--- src/rtl/c2_label_pkg.sv ---
`timescale 1ns/1ps
package c2_label_pkg;

   // persistence selection for label acceptance
   typedef enum logic {
      PSEL_SHORT = 1'b0,
      PSEL_LONG  = 1'b1
   } psel_e;

   // defect detector slots
   localparam int DEF_AIS  = 0;
   localparam int DEF_UNEQ = 1;
   localparam int NUM_DEF  = 2;

   function automatic int imax(input int a, input int b);
      return (a > b) ? a : b;
   endfunction

endpackage

--- src/rtl/c2_label_accept.sv ---
`timescale 1ns/1ps
module c2_label_accept
   import c2_label_pkg::*;
#(
   parameter int W       = 8,
   parameter int N_SHORT = 3,
   parameter int N_LONG  = 5
) (
   input  logic         clk,
   input  logic         rst_n,
   input  logic         strobe,
   input  logic [W-1:0] rx,
   input  logic         sel,
   output logic [W-1:0] acc,
   output logic         chg
);
   localparam int N_MAX = imax(N_SHORT, N_LONG);
   localparam int CW    = $clog2(N_MAX + 1);
   localparam logic [CW-1:0] N_MAX_C = CW'(N_MAX);
   localparam logic [CW-1:0] N_SH_C  = CW'(N_SHORT);
   localparam logic [CW-1:0] N_LG_C  = CW'(N_LONG);

   if (N_SHORT < 2) begin : g_bad_short
      $error("c2_label_accept: N_SHORT must be at least 2");
   end
   if (N_LONG < 2) begin : g_bad_long
      $error("c2_label_accept: N_LONG must be at least 2");
   end

   logic [W-1:0]  last_q;
   logic [CW-1:0] run_q;
   logic [CW-1:0] run_nxt;
   logic [CW-1:0] need;
   logic          same;
   logic          take;

   always_comb begin
      same    = (rx == last_q) && (run_q != '0);
      if (!same)
         run_nxt = CW'(1);
      else if (run_q == N_MAX_C)
         run_nxt = run_q;
      else
         run_nxt = run_q + CW'(1);
      need = (psel_e'(sel) == PSEL_LONG) ? N_LG_C : N_SH_C;
      take = strobe && (run_nxt >= need) && (rx != acc);
   end

   always_ff @(posedge clk) begin
      if (!rst_n) begin
         last_q <= '0;
         run_q  <= '0;
         acc    <= '0;
         chg    <= 1'b0;
      end else begin
         chg <= take;
         if (strobe) begin
            last_q <= rx;
            run_q  <= run_nxt;
         end
         if (take)
            acc <= rx;
      end
   end

endmodule

--- src/rtl/c2_defect_persist.sv ---
`timescale 1ns/1ps
module c2_defect_persist
   import c2_label_pkg::*;
#(
   parameter int SET_N = 5,
   parameter int CLR_N = 5
) (
   input  logic clk,
   input  logic rst_n,
   input  logic strobe,
   input  logic cond,
   output logic flag
);
   localparam int N_MAX = imax(SET_N, CLR_N);
   localparam int CW    = $clog2(N_MAX + 1);
   localparam logic [CW-1:0] SET_C = CW'(SET_N);
   localparam logic [CW-1:0] CLR_C = CW'(CLR_N);

   if (SET_N < 1 || CLR_N < 1) begin : g_bad_win
      $error("c2_defect_persist: windows must be at least 1");
   end

   // one counter serves both directions: it counts frames that
   // disagree with the current flag state
   logic [CW-1:0] cnt_q;
   logic [CW-1:0] cnt_inc;
   logic          against;
   logic          limit_hit;

   always_comb begin
      against   = flag ? !cond : cond;
      cnt_inc   = cnt_q + CW'(1);
      limit_hit = flag ? (cnt_inc == CLR_C) : (cnt_inc == SET_C);
   end

   always_ff @(posedge clk) begin
      if (!rst_n) begin
         cnt_q <= '0;
         flag  <= 1'b0;
      end else if (strobe) begin
         if (!against) begin
            cnt_q <= '0;
         end else if (limit_hit) begin
            cnt_q <= '0;
            flag  <= !flag;
         end else begin
            cnt_q <= cnt_inc;
         end
      end
   end

endmodule

--- src/rtl/c2_label_mon.sv ---
`timescale 1ns/1ps
module c2_label_mon
   import c2_label_pkg::*;
#(
   parameter int LBL_W      = 8,
   parameter int ACC_SHORT  = 3,
   parameter int ACC_LONG   = 5,
   parameter int AIS_SET_N  = 5,
   parameter int AIS_CLR_N  = 5,
   parameter int UNEQ_SET_N = 5,
   parameter int UNEQ_CLR_N = 5
) (
   input  logic             clk,
   input  logic             rst_n,
   input  logic             frame_strobe,
   input  logic [LBL_W-1:0] rx_label,
   input  logic [LBL_W-1:0] rx_trace,
   input  logic [LBL_W-1:0] rx_user,
   input  logic             b3_err,
   input  logic [LBL_W-1:0] exp_label,
   input  logic             persist_sel,
   output logic [LBL_W-1:0] acc_label,
   output logic             label_chg,
   output logic             mismatch,
   output logic             vc_ais,
   output logic             unequipped
);
   if (LBL_W < 2) begin : g_bad_width
      $error("c2_label_mon: LBL_W must be at least 2");
   end

   logic [NUM_DEF-1:0] def_cond;
   logic [NUM_DEF-1:0] def_flag;
   logic               exempt;
   logic               suppress;

   c2_label_accept #(
      .W       (LBL_W),
      .N_SHORT (ACC_SHORT),
      .N_LONG  (ACC_LONG)
   ) u_accept (
      .clk    (clk),
      .rst_n  (rst_n),
      .strobe (frame_strobe),
      .rx     (rx_label),
      .sel    (persist_sel),
      .acc    (acc_label),
      .chg    (label_chg)
   );

   assign def_cond[DEF_AIS]  = (rx_label == '1);
   assign def_cond[DEF_UNEQ] = (rx_label == '0) && (rx_trace == '0) &&
                               (rx_user == '0) && !b3_err;

   for (genvar i = 0; i < NUM_DEF; i++) begin : g_def
      localparam int SN = (i == DEF_AIS) ? AIS_SET_N : UNEQ_SET_N;
      localparam int CN = (i == DEF_AIS) ? AIS_CLR_N : UNEQ_CLR_N;
      c2_defect_persist #(
         .SET_N (SN),
         .CLR_N (CN)
      ) u_persist (
         .clk    (clk),
         .rst_n  (rst_n),
         .strobe (frame_strobe),
         .cond   (def_cond[i]),
         .flag   (def_flag[i])
      );
   end

   assign vc_ais     = def_flag[DEF_AIS];
   assign unequipped = def_flag[DEF_UNEQ];

   // labels 0x00 and 0x01 never count as a mismatch
   assign exempt   = (acc_label[LBL_W-1:1] == '0);
   assign suppress = vc_ais || unequipped;
   assign mismatch = (acc_label != exp_label) && !exempt && !suppress;

endmodule

--- config.mk ---
export PLATFORM = sky130hd
export DESIGN_NAME = c2_label_mon
export DESIGN_NICKNAME = d
export VERILOG_FILES = /design/src/rtl/c2_label_pkg.sv /design/src/rtl/c2_label_accept.sv /design/src/rtl/c2_defect_persist.sv /design/src/rtl/c2_label_mon.sv
export SDC_FILE = /design/constraint.sdc
export NUM_CORES = 1
export LEC_CHECK = 0
export CAP_MARGIN = 20
export CORE_MARGIN = 10
export CORE_UTILIZATION = 44
export DETAILED_ROUTE_END_ITERATION = 10
export PLACE_DENSITY = 0.77
export SYNTH_ARGS = -nofsm -noshare
export SYNTH_HDL_FRONTEND = slang
export SYNTH_SLANG_ARGS = --single-unit
--- constraint.sdc ---
create_clock -name clk -period 2.45 [get_ports clk]
set_input_delay 0.245 -clock clk [delete_from_list [all_inputs] [get_ports clk]]
set_output_delay 0.245 -clock clk [all_outputs]
set_load 0.01 [all_outputs]
After elaboration in Yosys (flattened, before gate mapping)

Cells that the tools add are included.

Input port bits: 37
Memories kept: 0
ROM bits: 0
RAM bits: 0
Logic and storage cells: 51
Register bits: 28
Latch bits: 0

Shifts and indexed selects: 0
Muxes and demuxes: 9
Add/subtract/negate cells: 3
$mul: 0
Bitwise gates (word level): 0
$lt $le $gt $ge: 1
Equality and inequality tests: 7
Reduce and logical (&&, ||, !) cells: 23
Divide/modulo/power cells: 0

Operator list:

| operator                                     | count |
|---|---|
| logical NOT 8 bit                            | 3 |
| two-way mux 3 bit                            | 7 |
| inequality test 8 bit                        | 2 |
| adder 3 x 1 -> 3 bit (second input constant) | 3 |
| equality test 3 bit (second input constant)  | 3 |
| equality test 8 bit                          | 1 |
| equality test 8 bit (second input constant)  | 1 |
| logical AND 1 bit                            | 8 |
| logical NOT 1 bit                            | 7 |
| logical NOT 7 bit                            | 1 |
| AND reduction 3 bit                          | 2 |
| greater-or-equal comparator 3 bit            | 1 |
| nonzero test 3 bit                           | 1 |
| two-way mux 1 bit                            | 2 |
| logical OR 1 bit                             | 1 |

Depth between registers and ports, before layout

Gate-level depths: netlist of the first run.

Depth in word-level cells: 7
Gate-level depth with buffers: 12

Modules after synthesis

From an unflattened synthesis of the first run, not the netlist that was laid out.

Cell total of the unflattened synthesis: 200
Area total of the unflattened synthesis: 1,765.4 µm²

By module, submodules not included:

| module            | sequential area each (µm²) | area an instance (µm²) | cells each | instances |
|---|---|---|---|---|
| c2_label_accept   | 400.4                      | 1,113.6                | 122        | 1 |
| c2_defect_persist | 80.1                       | 234.0                  | 26         | 2 |
| c2_label_mon      | 0.0                        | 183.9                  | 26         | 1 |

Worst setup path before layout of the first run

No wires, ideal clock.

Path kind: reg-to-reg
From: register u_accept.run_q[0]
To: register u_accept.chg
Arrival time: 2.160 ns
Library setup time: 0.115 ns
Required time: 2.335 ns
Path slack: 0.176 ns
Stages on the path, launching flop included: 11
Cells stage by stage: dfxtp_1 -> inv_1 -> ha_1 -> a2111oi_4 -> nor2b_1 -> ha_1 -> o21a_1 -> o221ai_1 -> a31oi_1 -> buf_6 -> and2_1

Word-level cells in the longest chain between the ends: 6
Elaborated cells between the ends (all ways): 9
Classes of those cells: add/sub: 1; order compare: 1; eq/ne: 1; mux: 2; reduce/logical: 4

RTL lines:

| what                                                          | line                                         | text |
|---|---|---|
| start, declared                                               | c2_label_accept.sv:31                        | `logic [CW-1:0] run_q;` |
| start signal, assigned                                        | c2_label_accept.sv:59                        | `run_q <= run_nxt;` |
| adder 3 x 1 -> 3 bit (tied with other cells)                  | c2_label_accept.sv:44                        | `run_nxt = run_q + CW'(1);` |
| two-way mux 3 bit / logical AND 1 bit (equally long branches) | c2_label_accept.sv:41, c2_label_accept.sv:38 |  |
| two-way mux 3 bit *                                           | c2_label_accept.sv:39                        | `if (!same)` |
| net u_accept.run_nxt[1]                                       | c2_label_accept.sv:32                        | `logic [CW-1:0] run_nxt;` |
| greater-or-equal comparator 3 bit *                           | c2_label_accept.sv:46                        | `take = strobe && (run_nxt >= need) && (rx != acc);` |
| logical AND 1 bit * (2 in series)                             | c2_label_accept.sv:46                        |  |
| end signal, assigned                                          | c2_label_accept.sv:56                        | `chg <= take;` |
| end, declared                                                 | c2_label_accept.sv:15                        | `output logic chg` |

Mark *: on every way through the listed nets, which the timed path passes. The rest lies on a longest branch.
A chain may end at the register's enable or synchronous reset.

Worst setup path in the final report of the first run

From: input port rx_label[6]
To: register u_accept.acc[1]

Word-level cells in the longest chain between the ends: 6
Elaborated cells between the ends (all ways): 7
Classes of those cells: order compare: 1; eq/ne: 2; mux: 1; reduce/logical: 3

RTL lines:

| what                              | line                  | text |
|---|---|---|
| start, declared                   | c2_label_mon.sv:16    | `input logic [LBL_W-1:0] rx_label,` |
| equality test 8 bit               | c2_label_accept.sv:38 | `same = (rx == last_q) && (run_q != '0);` |
| logical AND 1 bit                 | c2_label_accept.sv:38 |  |
| two-way mux 3 bit                 | c2_label_accept.sv:39 |  |
| net u_accept.run_nxt[2]           | c2_label_accept.sv:32 |  |
| greater-or-equal comparator 3 bit | c2_label_accept.sv:46 |  |
| logical AND 1 bit (2 in series)   | c2_label_accept.sv:46 |  |
| end signal, assigned              | c2_label_accept.sv:62 | `acc <= rx;` |
| end, declared                     | c2_label_accept.sv:14 | `output logic [W-1:0] acc,` |

The timed path passes the listed nets, and every way through them passes these cells.

==> out/metrics.yaml, run 1 <==
final_layout:
  fillCellCount: 316
  design_area_um2: 2590
  antenna_cells: 0
  drive_gt1_share_pct: 15.6
  nets: 317
  syn2layout_area_growth_pct: 42.3
min_path:
  hold_path.class: "in2reg"
setup_path:
  cp-start-kind: "input port"
  cp.required_ns: 2.66
  arrival_ns: 2.54
  crit_type: "in2reg"
  cp-end-kind: "flop"
  path_max_fanout: 5
drt:
  drtIter0Drc: 66
  vias: 1628
  antenna_left: 0
  drc: 0
  vias_per_cell: 5.09
  firstDrtPassIters: 5
  drt-total-wl_mm: 4.84
  routedWlPerCell_um: 15.1
synth:
  synth.cell_area_um2: 1820
  yosysWarnings: 0
  synth.yosys.seq_area_share_pct: 30.8
  synth-seq-cells: 28
  syn_nets: 255
  synth_cells: 209
  ys_types: 35
  avgSynthCellArea_um2: 8.72
outcome:
  outcome: "finished, final reports clean"
timing:
  tightest_slew_ns: 0.486
  finalWorstSetupSlack_ns: 0.127
  post-route-period-util_pct: 94.8
  slew-limit-headroom_pct: 67.4
  finClkSkew_ns: 0.00366
  hold_viol: 0
  drv_slew: 0
  setup_violations: 0
  fmaxAchievable_mhz: 430
  fin_crit_ns: 2.32
global_routing:
  grt_pass1_wl_mm: 8.05
  grtUsageTotal_pct: 13.2
  grt_overflow: 0
  antenna_found_initial: 0
  grt_max_degree: 40
  grt_pass1_vias: 1714
placed_design:
  portBuffers: 48
  place_area_um2: 2390
  gp_congestion: 0.819
  dp_slack_ns: -0.847
  hpwlAfterDp_mm: 3.59
power:
  power_density_nw_per_um2: 386
  p_int_w: 0.000744
  combPwrFrac_pct: 22.3
  sequentialPowerShare_pct: 48.4
  power_switching_w: 0.000256
  p_clk_share_pct: 29.3
  p_sw_share_pct: 25.6
  vdd_ir_drop_max_uv: 323
  leakagePower_nw: 1.03
floorplan:
  die_height_um: 84.3
  start_util_pct: 45.5
  coreArea_um2: 4000
  fp.dieArea_um2: 7110
  fp.dieW_um: 84.3
  num_rows: 23
  io_pins: 49
job:
  max-cap-violations: 0
clocking:
  clkSinkCount: 28
  clockBufferDepth: 2
  cts_tree: "done"
  cts-root-buf: "clkbuf_8"
  ctsHoldBuffers: 0
  clk_latency_ns: 0.28
  h-tree-depth: 1
  cts_buffers: 3
  clk_pin_slew_ns: 0.10
## kinds of logic after synthesis
| family | share of synthesized area [%] |
|---|---|
| AO/OA/AOI/OAI | 8.24 |
| XOR/XNOR | 15.2 |
| adder cells (fa/ha/maj) | 6.18 |
| buffers and inverters | 7.14 |
| flip-flops | 30.8 |
| multiplexers | 9.34 |
| AND/OR/NAND/NOR | 23.1 |
## stage by stage
step           setup TNS [ns]  hold WS, ns  utilization [%]  total power [W]  std cells
3_5_place_dp            -7.41        0.501             59.7         0.000708        307
3_3_place_gp            -6.98        0.489             59.7         0.000704        307
2_1_floorplan               0        0.471                -         0.000608        209
6_report                    0        0.441             64.8          0.00100        320
5_1_grt                -0.193        0.455             64.8          0.00105        320
4_1_cts                     0        0.514             64.1          0.00100        320
## worst paths after layout
path	to	start	slack [ns]	depth (start not counted)
worst min register to register	g_def[1].u_persist.cnt_q[2]	g_def[1].u_persist.cnt_q[2]	0.51	2
worst max register to register	u_accept.acc[1]	u_accept.run_q[1]	0.13	10
worst max-delay path	u_accept.acc[1]	rx_label[6]	0.13	11
worst min-delay path	u_accept.acc[4]	rx_label[4]	0.44	4
## sequential cells by signal (all words and copies together) (netlist names)
signal and cells:
g_def.u_persist.flag 2, u_accept.acc 8, g_def.u_persist.cnt_q 6, u_accept.last_q 8, u_accept.chg 1, u_accept.run_q 3
## repair_timing
action / in CTS / in global routing
pin swaps: 7 / 5
gates resized for setup: 10 / 9
gates cloned: 1 / 0
buffers inserted: 8 / 0
setup endpoints to repair: 9 / 10
## layout by cell type (no fill, tap or decap), types with 2 or more instances in the layout
master / netlist / routed
inv_1: 9 / 9
a21boi_0: 3 / 3
nor4_1: 8 / 8
nor2_1: 10 / 10
nand3_1: 6 / 5
a21oi_1: 5 / 3
a21oi_2: 0 / 2
nand3b_1: 4 / 4
nor3_1: 2 / 2
nand2b_1: 3 / 3
xnor2_1: 15 / 14
dfxtp_1: 28 / 27
clkdlybuf4s50_1: 0 / 42
nand4_1: 7 / 7
xor2_1: 11 / 11
dlymetal6s2s_1: 0 / 3
clkbuf_8: 0 / 4
ha_1: 9 / 9
nand2_1: 24 / 23
dlygate4sd2_1: 0 / 3
a31oi_4: 0 / 2
nor2b_1: 11 / 10
o21ai_0: 5 / 5
and3_1: 2 / 2
mux2i_1: 17 / 17
buf_4: 3 / 24
xnor2_2: 3 / 4
## layout make-up
class,count,area (um^2),share of cell area [%]
flip-flops and latches,28,562,21.7
repair buffers,72,664,25.6
well taps,50,62.6,2.41
clock buffers,4,55.1,2.12
inverters,9,33.8,1.30
multi-input cells,157,1210,46.9
## layer usage
layer	track usage, %	up-vias	wire length (um)	share of wire (%)
met5	0	-	0	0
met4	3.14	0	55	1.1
met3	2.71	6	241	5.0
met2	24.0	46	2540	52
met1	15.3	740	2000	41
li1	-	836	-	-
## Yosys cell counts, drive strengths merged
cell | instances | area, um^2
nor2b | 11 | 68.8
nand3 | 6 | 30.0
nand4b | 1 | 8.76
a2111oi | 2 | 36.3
nor3 | 2 | 10.0
and2 | 1 | 6.26
buf | 8 | 66.3
nor2 | 10 | 37.5
o221ai | 1 | 8.76
nor4 | 8 | 50.1
nor3b | 1 | 7.51
nand4 | 7 | 43.8
xor2 | 11 | 96.3
nand3b | 4 | 30.0
mux2i | 17 | 170
o21a | 1 | 7.51
xnor2 | 18 | 180
nand2 | 24 | 90.1
a21boi | 3 | 22.5
clkbuf | 8 | 30.0
nand2b | 3 | 18.8
and3 | 2 | 12.5
o211a | 1 | 10.0
a21oi | 5 | 25.0
or4 | 1 | 7.51
ha | 9 | 113
dfxtp | 28 | 561
inv | 9 | 33.8
a31oi | 1 | 6.26
o21ai | 5 | 25.0
a41oi | 1 | 8.76
## power groups by stage
stage	combinational [W]	sequential (W)	clock, W
finish	0.000223	0.000485	0.000293
detailed placement	0.000214	0.000494	0
global placement	0.000210	0.000494	0
CTS	0.000220	0.000484	0.000296
global route	0.000243	0.000487	0.000317
floorplan	0.000113	0.000495	0
## worst max-delay path, stage by stage
cell	delay [ns]
clkdlybuf4s50_1	0.51
xnor2_1	0.13
nand4_1	0.14
a2111oi_4	0.27
nand2_1	0.11
nor2_1	0.11
ha_1	0.18
o21a_1	0.18
o221ai_4	0.14
a31oi_4	0.30
mux2i_1	0.22
Power figures use the tool's default switching activity.
==> inputs of run 2 (changes only) <==
CORE_UTILIZATION = 48   (was 44)
GPL_TIMING_DRIVEN = 0   (was not set)
PLACE_DENSITY = 0.79   (was 0.77)
clock period = 2.23 ns   (was 2.45 ns; I/O delays follow)
==> out/metrics.yaml, run 2 (synthesized netlist as in run 1, its figures left out) <==
outcome:
  outcome: "complete, but fails checks"
  violations: "setup timing"
drt:
  firstDrtPassIters: 4  # -1
  drtIter0Drc: 111  # +68%
  drc: 0  # unchanged
  vias_per_cell: 5.30  # +4.2%
  antenna_left: 0  # unchanged
  routedWlPerCell_um: 15.5  # +2.5%
  vias: 1622  # -0.37%
  drt-total-wl_mm: 4.74  # -1.9%
final_layout:
  utilization_pct: 66.9  # +2.1 points
  multiInputGateArea_um2: 1200  # -1.4%
  mostFrequentLayoutCell: "clkdlybuf4s50_1"
  layout_common_cells: "clkdlybuf4s50_1 (37), nand2_1 (24), dfxtp_1 (19)"
  syn2layout_area_growth_pct: 34.4
  top_regs: "u_accept.acc x8, u_accept.last_q x8, g_def.u_persist.cnt_q x6"
  nets: 305  # -3.8%
  design_area_um2: 2450  # -5.6%
  register_area_um2: 574  # +2.2%
  fillCellCount: 295  # -6.6%
  drive_gt1_share_pct: 15.9  # +0.34 points
  antenna_cells: 0  # unchanged
timing:
  rsz0062_at_grt: "yes"
  slew-limit-headroom_pct: 61.6  # -5.8 points
  finClkSkew_ns: 0.00329  # -0.000367 ns
  finalWorstSetupSlack_ns: -0.210  # -0.337 ns
  hold_viol: 0  # unchanged
  tns_ns: -1.75  # -1.75 ns
  drv_slew: 0  # unchanged
  tightest_slew_ns: 0.576  # +0.0903 ns
  fmaxAchievable_mhz: 410
  post-route-period-util_pct: 109
  setup_violations: 9  # +9
  fin_crit_ns: 2.44
setup_path:
  arrival_ns: 2.65  # +0.11 ns
  cp.required_ns: 2.44  # -0.22 ns
  cp-end-kind: "flop"
  crit_type: "reg2reg"
  path_max_fanout: 5  # unchanged
  cp-start-kind: "flop"
power:
  power_density_nw_per_um2: 446  # +15%
  vdd_ir_drop_max_uv: 357  # +11%
  leakagePower_nw: 0.946  # -8.5%
clocking:
  cts-root-buf: "clkbuf_8"
  cts_buffers: 3  # unchanged
  h-tree-depth: 1  # unchanged
  ctsHoldBuffers: 0  # unchanged
  clkSinkCount: 28  # unchanged
  clk_pin_slew_ns: 0.10  # about the same
  clk_latency_ns: 0.28  # about the same
  clockBufferDepth: 2  # unchanged
  cts_tree: "done"
floorplan:
  num_rows: 22  # -4.3%
  fp.dieArea_um2: 6660  # -6.4%
  coreArea_um2: 3660  # -8.5%
  start_util_pct: 49.8  # +4.2 points
  fp.dieW_um: 81.6  # -3.2%
  die_height_um: 81.6  # -3.2%
  io_pins: 49  # unchanged
job:
  max-cap-violations: 0  # unchanged
placed_design:
  gp_congestion: 0.772  # -5.7%
  place_area_um2: 2260  # -5.2%
  portBuffers: 38  # -21%
  hpwlAfterDp_mm: 3.48  # -2.9%
min_path:
  hold_path.class: "in2reg"
global_routing:
  grt_max_degree: 16  # -60%
  antenna_found_initial: 0  # unchanged
  grt_pass1_vias: 1623  # -5.3%
  grt_overflow: 0  # unchanged
  grtUsageTotal_pct: 14.4  # +1.2 points
  grt_pass1_wl_mm: 7.68  # -4.6%
[run 2: changes by cell type in the layout (fill, tap and decap cells not counted), sizes merged]
cell	before	now
a31oi	2	1
buf	24	15
clkbuf	4	12
clkdlybuf4s50	42	37
dlygate4sd2	3	1
dlymetal6s2s	3	0
[run 2: critical path: stages (launching register included)]
cell and delay (ns):
dfxtp_2 0.35, xnor2_2 0.15, nand4_1 0.16, a2111oi_4 0.38
nor2b_1 0.23, ha_1 0.26, o21a_1 0.17, o221ai_2 0.11
a31oi_4 0.21, buf_6 0.16, mux2i_1 0.19
[run 2: stage by stage]
step                      cells  total power [W]  setup WS, ns  hold WS, ns
final                       306          0.00109        -0.210        0.207
after global routing        306          0.00114        -0.398        0.225
after CTS                   305          0.00109        -0.101        0.208
after detailed placement    295         0.000759        -0.245        0.500
after global placement      295         0.000756        -0.215        0.488
after floorplan             209         0.000668        0.0164        0.471
[run 2: area by class of cell]
class                      count  share of cell area, %
clock buffer                   4                   2.25
buffer                        16                   3.93
timing repair buffer          45                   17.6
multi-input combinational    156                   48.9
sequential                    28                   23.5
tap                           48                   2.45
inverter                       9                   1.38
[run 2: final timing paths]
check | cells past startpoint | start | to | slack, ns
max reg2reg | 10 | u_accept.last_q[2] | u_accept.acc[3] | -0.21
min reg2reg | 2 | u_accept.run_q[1] | u_accept.run_q[1] | 0.50
min | 3 | rx_label[7] | u_accept.acc[7] | 0.21
max | 10 | u_accept.last_q[2] | u_accept.acc[3] | -0.21
[run 2: what timing repair did]
action / 4_1_cts / 5_1_grt
gates resized for setup: 16 / 7
pin swaps: 11 / 1
buffers inserted: 5 / 1
cloned: 1 / 0
hold endpoints to repair: 0 / 0
setup endpoints to repair: 10 / 9
[run 2: metal layers]
layer,part of all wire (%),vias up,track usage (%)
met5,0,-,0
met4,1.1,0,4.25
met3,5.0,5,3.71
met2,51,34,23.3
met1,43,775,18.3
li1,-,808,-
[run 2: power by group]
part,internal [W],switching (W),total [W],leakage [nW]
Combinational,0.000134,0.0000992,0.000234,0.686
Clock,0.000159,0.000165,0.000324,0.0288
Sequential,0.000517,0.0000172,0.000534,0.232
